==> src/rtl/msg_fifo_pkg.sv <==
package msg_fifo_pkg;

  // Per-cycle actions that the storage and pointer logic carry out.
  typedef struct packed {
    logic push;
    logic pop;
    logic flush;
  } fifo_op_t;

endpackage

==> src/rtl/mfc_op_decode.sv <==
module mfc_op_decode
  import msg_fifo_pkg::*;
(
  input  logic     wr_req,
  input  logic     rdy,
  input  logic     pop_req,
  input  logic     valid,
  input  logic     prod_clr,
  input  logic     cons_clr,
  output fifo_op_t op
);

  always_comb begin
    op.flush = prod_clr | cons_clr;
    op.push  = wr_req  & rdy   & ~op.flush;
    op.pop   = pop_req & valid & ~op.flush;
  end

endmodule

==> src/rtl/mfc_ptr_ctrl.sv <==
module mfc_ptr_ctrl
  import msg_fifo_pkg::*;
#(
  parameter int DEPTH = 8,
  localparam int AW = (DEPTH > 1) ? $clog2(DEPTH) : 1,
  localparam int CW = $clog2(DEPTH + 1)
) (
  input  logic          clk,
  input  logic          rst_n,
  input  fifo_op_t      op,
  output logic [AW-1:0] wr_idx,
  output logic [AW-1:0] rd_idx,
  output logic [CW-1:0] occ,
  output logic          full,
  output logic          empty
);

  function automatic logic [AW-1:0] step_idx(input logic [AW-1:0] p);
    return (p == AW'(DEPTH - 1)) ? '0 : p + 1'b1;
  endfunction

  always_ff @(posedge clk) begin
    if (!rst_n || op.flush) begin
      wr_idx <= '0;
      rd_idx <= '0;
      occ    <= '0;
    end else begin
      if (op.push) wr_idx <= step_idx(wr_idx);
      if (op.pop)  rd_idx <= step_idx(rd_idx);
      case ({op.push, op.pop})
        2'b10:   occ <= occ + 1'b1;
        2'b01:   occ <= occ - 1'b1;
        default: occ <= occ;
      endcase
    end
  end

  assign full  = (occ == CW'(DEPTH));
  assign empty = (occ == '0);

endmodule

==> src/rtl/mfc_reg_store.sv <==
module mfc_reg_store #(
  parameter int DATA_W = 16,
  parameter int DEPTH  = 8,
  localparam int AW = (DEPTH > 1) ? $clog2(DEPTH) : 1
) (
  input  logic              clk,
  input  logic              rst_n,
  input  logic              we,
  input  logic [AW-1:0]     wr_idx,
  input  logic [DATA_W-1:0] wdata,
  input  logic [AW-1:0]     rd_idx,
  output logic [DATA_W-1:0] rdata
);

  logic [DATA_W-1:0] slot [DEPTH];

  for (genvar g = 0; g < DEPTH; g++) begin : g_slot
    always_ff @(posedge clk) begin
      if (!rst_n)
        slot[g] <= '0;
      else if (we && (wr_idx == AW'(g)))
        slot[g] <= wdata;
    end
  end

  assign rdata = slot[rd_idx];

endmodule

==> src/rtl/mfc_status.sv <==
module mfc_status (
  input  logic clk,
  input  logic rst_n,
  input  logic flush,
  input  logic full,
  input  logic empty,
  output logic rdy,
  output logic sync,
  output logic valid
);

  // Blocks writes for one cycle after reset release and after every clear.
  logic hold;

  always_ff @(posedge clk) begin
    if (!rst_n) hold <= 1'b1;
    else        hold <= flush;
  end

  assign rdy   = rst_n & ~full & ~hold;
  assign sync  = empty;
  assign valid = ~empty;

endmodule

==> src/rtl/msg_fifo_chan.sv <==
module msg_fifo_chan
  import msg_fifo_pkg::*;
#(
  parameter int DATA_W = 16,
  parameter int DEPTH  = 8
) (
  input  logic              clk,
  input  logic              rst_n,
  input  logic [DATA_W-1:0] prod_data,
  input  logic              prod_wr,
  input  logic              prod_clr,
  output logic              prod_rdy,
  output logic              prod_sync,
  output logic              cons_valid,
  output logic [DATA_W-1:0] cons_data,
  input  logic              cons_pop,
  input  logic              cons_clr
);

  localparam int AW = (DEPTH > 1) ? $clog2(DEPTH) : 1;
  localparam int CW = $clog2(DEPTH + 1);

  fifo_op_t      op;
  logic [AW-1:0] wr_idx, rd_idx;
  logic [CW-1:0] occ_cnt;
  logic          full, empty;

  mfc_op_decode u_dec (
    .wr_req   (prod_wr),
    .rdy      (prod_rdy),
    .pop_req  (cons_pop),
    .valid    (cons_valid),
    .prod_clr (prod_clr),
    .cons_clr (cons_clr),
    .op       (op)
  );

  mfc_ptr_ctrl #(.DEPTH(DEPTH)) u_ptr (
    .clk    (clk),
    .rst_n  (rst_n),
    .op     (op),
    .wr_idx (wr_idx),
    .rd_idx (rd_idx),
    .occ    (occ_cnt),
    .full   (full),
    .empty  (empty)
  );

  mfc_reg_store #(.DATA_W(DATA_W), .DEPTH(DEPTH)) u_store (
    .clk    (clk),
    .rst_n  (rst_n),
    .we     (op.push),
    .wr_idx (wr_idx),
    .wdata  (prod_data),
    .rd_idx (rd_idx),
    .rdata  (cons_data)
  );

  mfc_status u_stat (
    .clk   (clk),
    .rst_n (rst_n),
    .flush (op.flush),
    .full  (full),
    .empty (empty),
    .rdy   (prod_rdy),
    .sync  (prod_sync),
    .valid (cons_valid)
  );

endmodule

==> config.mk <==
export PLATFORM = sky130hd
export DESIGN_NAME = msg_fifo_chan
export DESIGN_NICKNAME = d
export VERILOG_FILES = /design/src/rtl/msg_fifo_pkg.sv /design/src/rtl/mfc_op_decode.sv /design/src/rtl/mfc_ptr_ctrl.sv /design/src/rtl/mfc_reg_store.sv /design/src/rtl/mfc_status.sv /design/src/rtl/msg_fifo_chan.sv
export SDC_FILE = /design/constraint.sdc
export NUM_CORES = 1
export LEC_CHECK = 0
export BUFFER_PORTS_ARGS = -buffer_cell sky130_fd_sc_hd__buf_2
export CAP_MARGIN = 10
export CORE_ASPECT_RATIO = 1.25
export CORE_MARGIN = 1.5
export CORE_UTILIZATION = 27
export DETAILED_ROUTE_END_ITERATION = 12
export MAX_ROUTING_LAYER = met4
export SLEW_MARGIN = 20
export SYNTH_ARGS = -nofsm -noshare
export SYNTH_HDL_FRONTEND = slang
export SYNTH_HIERARCHICAL = 1
export SYNTH_SLANG_ARGS = --single-unit
export TNS_END_PERCENT = 5
==> constraint.sdc <==
create_clock -name clk -period 2.75 [get_ports clk]
set_input_delay 0.275 -clock clk [delete_from_list [all_inputs] [get_ports clk]]
set_output_delay 0.275 -clock clk [all_outputs]
set_load 0.01 [all_outputs]
# Yosys cells after proc, flatten, opt, wreduce, memory -nomap -nowiden

Memories as Yosys holds them, arrays and structs flattened. A register that Yosys moved wholly into a read port is not among the register bits.
Index checks and enable logic that the tools add are counted.

Register bits: 11
Latch bits: 0
Memory bits (writable): 128
ROM bits: 0
Input port bits: 22
Word-level logic and storage cells: 90
Memories: 1

Add/sub/neg operators: 4
Multiply operators: 0
Divide/modulo/power cells: 0
Order comparisons: 0
Equality and inequality tests: 11
Shifts and indexed selects: 0
Multiplexer cells: 38
Bitwise logic cells: 19
Reduce and logical (&&, ||, !) cells: 13

Memory list:

| memory       | depth | bits a word | rd ports | clocked after Yosys merged registers in | wr ports | line                | text |
|---|---|---|---|---|---|---|---|
| u_store.slot | 8     | 16          | 1        | 1                                       | 8        | mfc_reg_store.sv:15 | `logic [DATA_W-1:0] slot [DEPTH];` |

Operators by type and width:

| cell                | number |
|---|---|
| $mux 16             | 8 |
| $mux 1              | 25 |
| $eq 3x3->1 const B  | 5 |
| $mux 3              | 4 |
| $or 1x1->1          | 9 |
| $logic_and 1x1->1   | 8 |
| $pmux 4 s2          | 1 |
| $add 3x1->3 const B | 2 |
| $and 1x1->1         | 6 |
| $eq 3x2->1 const B  | 2 |
| $add 4x1->4 const B | 1 |
| $eq 4x4->1 const B  | 1 |
| $logic_not 4->1     | 1 |
| $not 1->1           | 4 |
| $sub 4x1->4 const B | 1 |
| $eq 3x1->1 const B  | 1 |
| $logic_not 3->1     | 1 |
| $eq 2x1->1 const B  | 1 |
| $eq 2x2->1 const B  | 1 |
| $reduce_bool 2->1   | 1 |
| $logic_not 1->1     | 1 |
| $logic_or 1x1->1    | 1 |

# Depth between registers and ports, before layout

Gate-level depths: netlist of run 1.

Depth after elaboration: 11
Gate-level depth with buffers: 12

# Cells and area by module

Netlist of run 1, hierarchy kept.

Modules (own cells, without submodules):

| module        | times used | cells each | area an instance (um^2) | seq. area each (um^2) |
|---|---|---|---|---|
| mfc_reg_store | 1          | 374        | 5809.3                  | 3843.7 |
| mfc_ptr_ctrl  | 1          | 60         | 554.3                   | 200.2 |
| mfc_status    | 1          | 5          | 50.0                    | 20.0 |
| mfc_op_decode | 1          | 3          | 31.3                    | 0.0 |

# Worst setup path after synthesis of run 1

OpenSTA, ideal clock, no wires.

Path kind: register to register
Start: register u_ptr.occ[0]
End: memory u_store.slot[3][0], enable pin
Library setup time: 0.411 ns
Arrival time: 2.380 ns
Required time: 2.339 ns
Slack: -0.041 ns
Cell stages (with the launch flop): 6
Period minus slack after synthesis: 2.791 ns
Cell sequence: dfxtp_1 > nor4_1 > nor3b_2 > and4bb_2 > nand2b_1 > o21ai_0

RTL lines:

| what                   | line                | text |
|---|---|---|
| start, declared        | mfc_ptr_ctrl.sv:13  | `output logic [CW-1:0] occ,` |
| start signal, assigned | mfc_ptr_ctrl.sv:31  | `2'b10: occ <= occ + 1'b1;` |
| start signal, assigned | mfc_ptr_ctrl.sv:32  | `2'b01: occ <= occ - 1'b1;` |
| end, declared          | mfc_reg_store.sv:15 |  |

==> results of run 1 <==
kinds of logic (layout without fill, tap and decap cells):
group / after synthesis / count (layout)
AO/OA/AOI/OAI: 16 / 16
XOR/XNOR: 3 / 3
adder cells (fa/ha/maj): 7 / 7
buffers and inverters: 61 / 116
flip-flops: 139 / 139
multiplexers: 54 / 54
AND/OR/NAND/NOR: 162 / 162
cell usage after synthesis (4+ instances only):
library cell	count	area (um2)
nor3_1	130	650.6
edfxtp_1	128	3844
clkbuf_1	29	108.9
mux4_1	28	735.7
clkinv_1	16	60.06
mux2_2	16	180.2
dfxtp_1	11	220.2
nor2_1	11	41.29
o21ai_0	10	50.05
ha_1	7	87.58
a21oi_1	6	30.03
buf_1	5	18.77
buf_6	5	56.30
mux2i_1	5	50.05
nand2b_1	5	31.28
inv_1	4	15.01
mux4_2	4	90.09
layout make-up:
| cell class | count | area [um2] |
|---|---|---|
| Clock buffer | 18 | 429.2 |
| Clock inverter | 14 | 130.1 |
| Fill cell | 2258 | 15950 |
| Inverter | 20 | 75.07 |
| Multi-Input combinational cell | 242 | 2123 |
| Sequential cell | 139 | 4065 |
| Tap cell | 292 | 365.4 |
| Timing Repair Buffer | 64 | 430.4 |
critical path: cells and delay by family, from the launching register on:
family                 cells  cell delay [ps]
multiplexers               2              920
flip-flops                 1              550
buffers and inverters      2              440
how the worst max path moves through the flow:
stage / from / endpoint / depth (start not counted)
2_1_floorplan: u_ptr/occ[0] / u_store/slot[3][0] / 5
3_5_place_dp: u_ptr/occ[3] / u_ptr/occ[2] / 12
6_report: u_ptr/rd_idx[0] / cons_data[11] / 4
5_1_grt: u_ptr/occ[2] / u_ptr/occ[2] / 10
3_3_place_gp: u_ptr/occ[3] / u_ptr/occ[2] / 12
4_1_cts: u_ptr/occ[3] / u_ptr/occ[2] / 12
timing repair:
action	in CTS	in global routing
hold endpoints to repair	0	0
setup endpoints to repair	0	1
resized for setup	0	2
power by group:
part / switching, W / internal, W / leakage (nW)
Clock: 0.000846 / 0.00132 / 0.272
Sequential: 0.0000166 / 0.00237 / 1.39
Combinational: 0.000118 / 0.0000656 / 0.921
flip-flops by register name, summed over array words and instances, names as in the netlist:
register	cells
u_ptr/rd_idx	3
u_ptr/wr_idx	3
u_store/slot	128
u_stat/hold	1
u_ptr/occ	4
layer usage:
metal | GRT usage, % | wire length, um | vias to the layer above
li1 | - | - | 1819
met1 | 15.65 | 6188 | 2044
met2 | 21.32 | 7705 | 149
met3 | 3.462 | 922 | 31
met4 | 4.991 | 356 | 0
met5 | - | 0 | -
cell usage in the layout (no fill, tap or decap), types with 2 or more instances in the layout:
cell        instances
edfxtp_1          128
nor2_1             11
buf_12              4
a21oi_1             6
xor2_1              3
clkinv_2            7
mux4_2              4
ha_1                6
inv_1               4
clkinvlp_4          3
and4bb_2            2
clkbuf_16          17
o21ai_0             2
mux2i_1             5
nand3b_1            2
and4bb_1            2
clkinv_1           17
nor3_1            130
nand2b_1            5
buf_4              20
nand2_1             3
mux2_2             16
dfxtp_1            10
bufinv_16           2
buf_2              40
o21ai_1             8
mux4_1             28
stage by stage:
stage / instance area, um2 / instances
floorplan: 6445 / 442
global placement: 7051 / 757
detailed placement: 7051 / 757
CTS: 7610 / 789
global route: 7619 / 789
finish: 7619 / 789
==> flow_summary.ini, run 1 <==
[status]
status = complete, no violations

[yosys]
synth_top_family_by_area = multiplexers
synth_warnings = 6
async_reset_ff_share_pct = 0
synth_compound_area_share_pct = 1.242
synthSimpleGateAreaFrac_pct = 13.16
synth-seq-area-share_pct = 63.06
synth_cell_types = 31
syn_area_um2 = 6445
synth_edf_count = 128
ys.flop_type = edfxtp_1
synthAdderAreaFrac_pct = 1.359
synth_cells = 442
syn-mean-instance-area_um2 = 14.58
synth-xor-area-share_pct = 0.4077
syn_nets = 471
ys_ff_latch = 139
muxShareOfSynthArea_pct = 16.56

[global_route]
antenna_found_initial = 0
grt_pass1_wl_mm = 23.35
grt_pass1_vias = 4135
grt_util_all_layers_pct = 13.14
grt_max_degree = 65
grt-ovfl-total = 0

[setup_path]
r2r_end = u_ptr/occ[2]
cp_cell_sequence = buf_4, mux4_1, mux2_2, buf_2
endpoint_kind = primary output
slowest_stage = mux4_1
path_max_fanout = 11
worstPathArrival_ps = 2330
required_ps = 2480
max_stage_delay_ps = 610
r2r_setup_slack_ps = 190
r2r_cells = 12
r2r_start = u_ptr/occ[3]
start_kind = flip-flop
crit_type = reg2out

[finish]
drive_gt1_share_pct = 24.55
synthToLayoutAreaGrowth_pct = 18.21
nets = 513
utilization_pct = 32.32
antenna_cells = 0

[placement]
dpl_worst_slack_ps = 128.5
port_buffers = 40
dp_hpwl_mm = 9.148
routabilityCongestion = 0.7300

[clock_tree]
path_clk_slew_ps = 60
cts_setup_buffers = 0
clk_path_buf_depth = 2
postCtsHoldBufs = 0
clock_sinks = 139
cts_tree = yes
insertion_delay_ps = 420
cts_buffers = 17
cts_root_buffer = clkbuf_16
htree_num_levels = 4

[timing]
whs_ps = 169.6
finalCriticalPeriod_ps = 2605
hold_viol_final = 0
drv_slew = 0
worst-slew-pin-transition_ps = 763.1
fmax_mhz = 383.8
fin_ws_ps = 144.6
rsz0062_at_grt = false
slew-limit-headroom_pct = 49.12
fin_tns_setup_ps = 0
setup_viol = 0
fin_crit_sh_pct = 94.74
skew_ps = 5.176

[power_and_ir_drop]
leakagePower_nw = 2.585
power_w = 0.004734
ir_drop_v = 0.0004260
p_per_area_nw_per_um2 = 621.3

[run]
max-cap-violations = 0

[route]
route.detailed.drc = 0
drtIter0Drc = 395
ant_nets = 0
post_drt_wl_per_cell_um = 19.23
viasPerCell = 5.124
wl_mm = 15.17
via_count = 4043
drt_first_pass_iters = 4

[floorplan]
initial_core_util_pct = 27.35
die_area_um2 = 24810
die_w_um = 141.2
ios = 41
fp-row-count = 63
coreArea_um2 = 23570
die_h_um = 175.7

[hold_path]
hold_end = u_stat/hold
hold_path.class = in2reg
worstHoldPathCells = 3
holdCritStartpoint = cons_clr
Note: power is estimated with default switching activity, not from simulation.
==> run 2: changes to the inputs <==
- RECOVER_POWER: unset -> 100
==> run 2 against run 1 <==
Net effect:
- critical endpoint is now cons_data[12]
- largest cell class unchanged
- fmax shrank 1.8%
- hold slack gained 23 ps
- via count shrank 0.47%
- cell count is the same
==> flow_summary.ini, run 2 (synthesis results as in run 1) <==
[setup_path]
start_kind = flip-flop
required_ps = 2480
endpoint_kind = primary output
worstPathArrival_ps = 2380
path_max_fanout = 11
crit_type = reg2out

[placement]
port_buffers = 40
place_area_um2 = 7051
dp_hpwl_mm = 9.148
routabilityCongestion = 0.7300
dpl_worst_slack_ps = 128.5

[finish]
drive_gt1_share_pct = 20.32
antenna_cells = 0
mostFrequentLayoutCells = 130 x nor3_1, 128 x edfxtp_1, 31 x buf_2, 28 x mux4_1
top_register = u_store/slot
top_regs = u_store/slot x128, u_ptr/occ x4
design_area_um2 = 7523
synthToLayoutAreaGrowth_pct = 16.73
largest_reg_flops = 128
nets = 513
fill_cells = 2266
layout_commonest_cell = nor3_1

[route]
wl_mm = 15.10
route.detailed.drc = 0
ant_nets = 0
post_drt_wl_per_cell_um = 19.14
viasPerCell = 5.100
via_count = 4024
drtIter0Drc = 333
drt_first_pass_iters = 4

[clock_tree]
cts_root_buffer = clkbuf_16
cts_tree = yes
clock_sinks = 139
htree_num_levels = 4
postCtsHoldBufs = 0
cts_buffers = 17
path_clk_slew_ps = 60
cts_setup_buffers = 0
insertion_delay_ps = 420
cts_resized = 0
clk_path_buf_depth = 2

[global_route]
grt_util_all_layers_pct = 13.14
grt_max_degree = 65
grt_pass1_vias = 4135
grt-ovfl-total = 0
grt_use_met1_pct = 15.65
grt.busiest_layer = met2
grt_pass1_wl_mm = 23.35
antenna_found_initial = 0
use_met3_pct = 3.462
grtUsageMet2_pct = 21.32

[power_and_ir_drop]
p_per_area_nw_per_um2 = 628.0
ir_drop_v = 0.0004382
power_w = 0.004725
leakagePower_nw = 2.511

[timing]
skew_ps = 6.260
worst-slew-pin-transition_ps = 805.1
fin_ws_ps = 95.83
setup_viol = 0
finalCriticalPeriod_ps = 2654
rsz0062_at_grt = false
slew-limit-headroom_pct = 46.33
drv_slew = 0
fin_crit_sh_pct = 96.52
fmax_mhz = 376.8
hold_viol_final = 0

[status]
status = complete, no violations

[floorplan]
fp-row-count = 63
die_h_um = 175.7
die_area_um2 = 24810
ios = 41
die_w_um = 141.2
initial_core_util_pct = 27.35
coreArea_um2 = 23570

[hold_path]
hold_path.class = in2reg

[run]
max-cap-violations = 0
run 2: final timing paths:
| kind | start | end | slack, ps | cells past startpoint |
|---|---|---|---|---|
| worst max-delay path | u_ptr/rd_idx[0] | cons_data[12] | 100 | 4 |
| worst min register to register | u_ptr/rd_idx[2] | u_ptr/rd_idx[2] | 560 | 2 |
| worst max register to register | u_ptr/occ[3] | u_ptr/occ[2] | 180 | 12 |
| worst min-delay path | cons_clr | u_stat/hold | 190 | 3 |
run 2: through the flow:
| step | util, % | cells | hold slack [ps] | setup TNS, ps |
|---|---|---|---|---|
| after floorplan | - | 442 | 348.0 | -5000 |
| after CTS | 32.29 | 789 | 154.7 | 0 |
| final | 31.92 | 789 | 192.1 | 0 |
| after detailed placement | 29.91 | 757 | 545.3 | 0 |
| after global placement | 29.91 | 757 | 518.5 | 0 |
| after global routing | 31.92 | 789 | 241.8 | 0 |
run 2: cell type report:
cell class	instances	area (um2)	area share, %
flip-flops and latches	139	4065	54.03
multi-input cells	242	2123	28.22
inverters	20	75.07	0.9978
well taps	292	365.4	4.856
clock inverters	14	130.1	1.730
clock buffers	18	429.2	5.704
repair buffers	64	335.3	4.457
run 2: routing by layer:
layer	routed length (um)	vias up	share of wire, %
met1	6242	2032	41
met2	7682	138	51
met5	0	-	0
li1	-	1823	-
met4	337	0	2.2
met3	837	31	5.5
run 2: worst max-delay path: stages, from the launching register on:
cell and delay, ps:
dfxtp_2 560, buf_4 290, mux4_1 580, mux2_1 360
buf_2 160
run 2: report_power, final:
group	switching, W	internal (W)	total, W
Sequential	0.0000164	0.00237	0.00239
Combinational	0.000118	0.0000558	0.000173
Clock	0.000847	0.00132	0.00216
==> run 3: changes to the inputs <==
- REMOVE_ABC_BUFFERS: unset -> 1
==> run 3 against run 2 <==
Net effect:
- fmax increased by 0.59%
- clock skew increased by 1.6 ps
- hold slack lost 55 ps
- clock-buffer cell count stayed put
- sequential cell count is the same
- global-route usage is 0.71 points lower
- power down 1.4%
- core utilization fell by 0.19 points
- first-iteration DRC count decreased by 12%
- critical endpoint is now cons_data[13]
==> flow_summary.ini, run 3 (synthesis results as in run 1) <==
[clock_tree]
cts_tree = yes
cts_buffers = 17
cts_setup_buffers = 0
clock_sinks = 139
path_clk_slew_ps = 60
postCtsHoldBufs = 0
cts_root_buffer = clkbuf_16
insertion_delay_ps = 420
clk_path_buf_depth = 2
htree_num_levels = 4

[run]
max-cap-violations = 0

[route]
via_count = 3957
ant_nets = 0
drtIter0Drc = 292
wl_mm = 14.68
route.detailed.drc = 0
post_drt_wl_per_cell_um = 18.80
drt_first_pass_iters = 5
viasPerCell = 5.067

[placement]
dp_hpwl_mm = 8.414
place_area_um2 = 6985
port_buffers = 40
placed_cells = 750
routabilityCongestion = 0.7290

[global_route]
grt_max_degree = 65
grt-ovfl-total = 0
antenna_found_initial = 0
grt_util_all_layers_pct = 12.44
grt_pass1_vias = 4066
grt_pass1_wl_mm = 22.42

[setup_path]
required_ps = 2480
path_max_fanout = 22
critPathBufInv = 2
max_stage_delay_ps = 610
crit_type = reg2out
cp_top_family = multiplexers
cp_cell_sequence = clkbuf_4, mux4_1, mux2_2, buf_2
endpoint_kind = primary output
worstPathArrival_ps = 2360
slowest_stage = mux4_1
start_kind = flip-flop

[timing]
finalCriticalPeriod_ps = 2639
hold_viol_final = 0
slew-limit-headroom_pct = 48.02
fin_crit_sh_pct = 95.95
worst-slew-pin-transition_ps = 779.7
rsz0062_at_grt = false
drv_slew = 0
setup_viol = 0
fin_tns_setup_ps = 0
skew_ps = 7.884
fmax_mhz = 379.0

[floorplan]
die_area_um2 = 24810
ios = 41
fp-row-count = 63
coreArea_um2 = 23570
die_w_um = 141.2
die_h_um = 175.7
initial_core_util_pct = 27.35

[finish]
synthToLayoutAreaGrowth_pct = 16.04
layout_commonest_cell = nor3_1
utilization_pct = 31.73
top_regs = u_store/slot x128, u_ptr/occ x4
largest_reg_flops = 128
fin_cells = 781
nets = 506
antenna_cells = 0
top_register = u_store/slot
design_area_um2 = 7478
drive_gt1_share_pct = 21.47
mostFrequentLayoutCells = 130 x nor3_1, 128 x edfxtp_1, 28 x mux4_1, 27 x buf_2, 17 x clkbuf_16

[power_and_ir_drop]
p_per_area_nw_per_um2 = 623.2
leakagePower_nw = 2.492
ir_drop_v = 0.0003981
power_w = 0.004661

[hold_path]
hold_path.class = in2reg

[status]
status = complete, no violations
==> run 3: changes by cell type in the layout (fill, tap and decap cells not counted), sizes merged <==
| cell | previous run | this run |
|---|---|---|
| buf | 38 | 32 |
| inv | 4 | 6 |
| bufinv | 2 | 1 |
| clkbuf | 44 | 43 |
| clkinv | 25 | 24 |
| clkinvlp | 3 | 2 |
==> run 3: repair_timing <==
action                                  4_1_cts  5_1_grt
endpoints found under the setup margin        1        1
hold endpoints to repair                      0        0
resized for setup                             1        5
pin swaps                                     0        0
==> run 3: worst paths after layout <==
path,from,endpoint,slack (ps),depth (start not counted)
worst min-delay path,rst_n,u_stat/hold,140,2
worst max register to register,u_ptr/occ[2],u_ptr/occ[2],190,11
worst max-delay path,u_ptr/rd_idx[0],cons_data[13],110,4
worst min register to register,u_ptr/rd_idx[1],u_ptr/rd_idx[1],550,2
==> run 3: cell type report <==
class / instances / area (um2)
multi-input cells: 242 / 2128
repair buffers: 57 / 292.8
inverters: 20 / 75.07
flip-flops and latches: 139 / 4066
clock inverters: 13 / 121.4
clock buffers: 18 / 429.2
fillers: 2261 / 16090
well taps: 292 / 365.4
==> run 3: through the flow <==
| stage | hold WS (ps) | setup WS [ps] |
|---|---|---|
| after CTS | 134.2 | 43.64 |
| after global routing | 157.1 | 20.62 |
| final | 137.3 | 111.3 |
| after detailed placement | 543.8 | -14.25 |
| after floorplan | 348.0 | -47.87 |
| after global placement | 520.9 | 172.2 |
==> run 3: where the power goes <==
part	switching [W]	internal [W]	total (W)	leakage, nW
registers	0.0000162	0.00237	0.00239	1.39
logic	0.000112	0.0000539	0.000166	0.833
clock network	0.000865	0.00124	0.00211	0.266
total	0.000993	0.00367	0.00466	2.49
==> run 3: worst reg2reg max path: stages (launching register included) <==
cell and delay [ps]:
dfxtp_1 450, nor4_2 90, nor3b_2 200, and4bb_2 350, inv_2 100, ha_4 190, xor2_1 160, ha_1 200
a21oi_1 170, xor2_1 120, or3_1 320, a21oi_1 140
==> run 3: routing by layer <==
metal / vias up / wire length, um / GRT usage, %
met5: - / 0 / -
met4: 0 / 253 / 4.384
met2: 116 / 7643 / 21.18
met3: 25 / 671 / 2.454
li1: 1810 / - / -
met1: 2006 / 6114 / 14.62
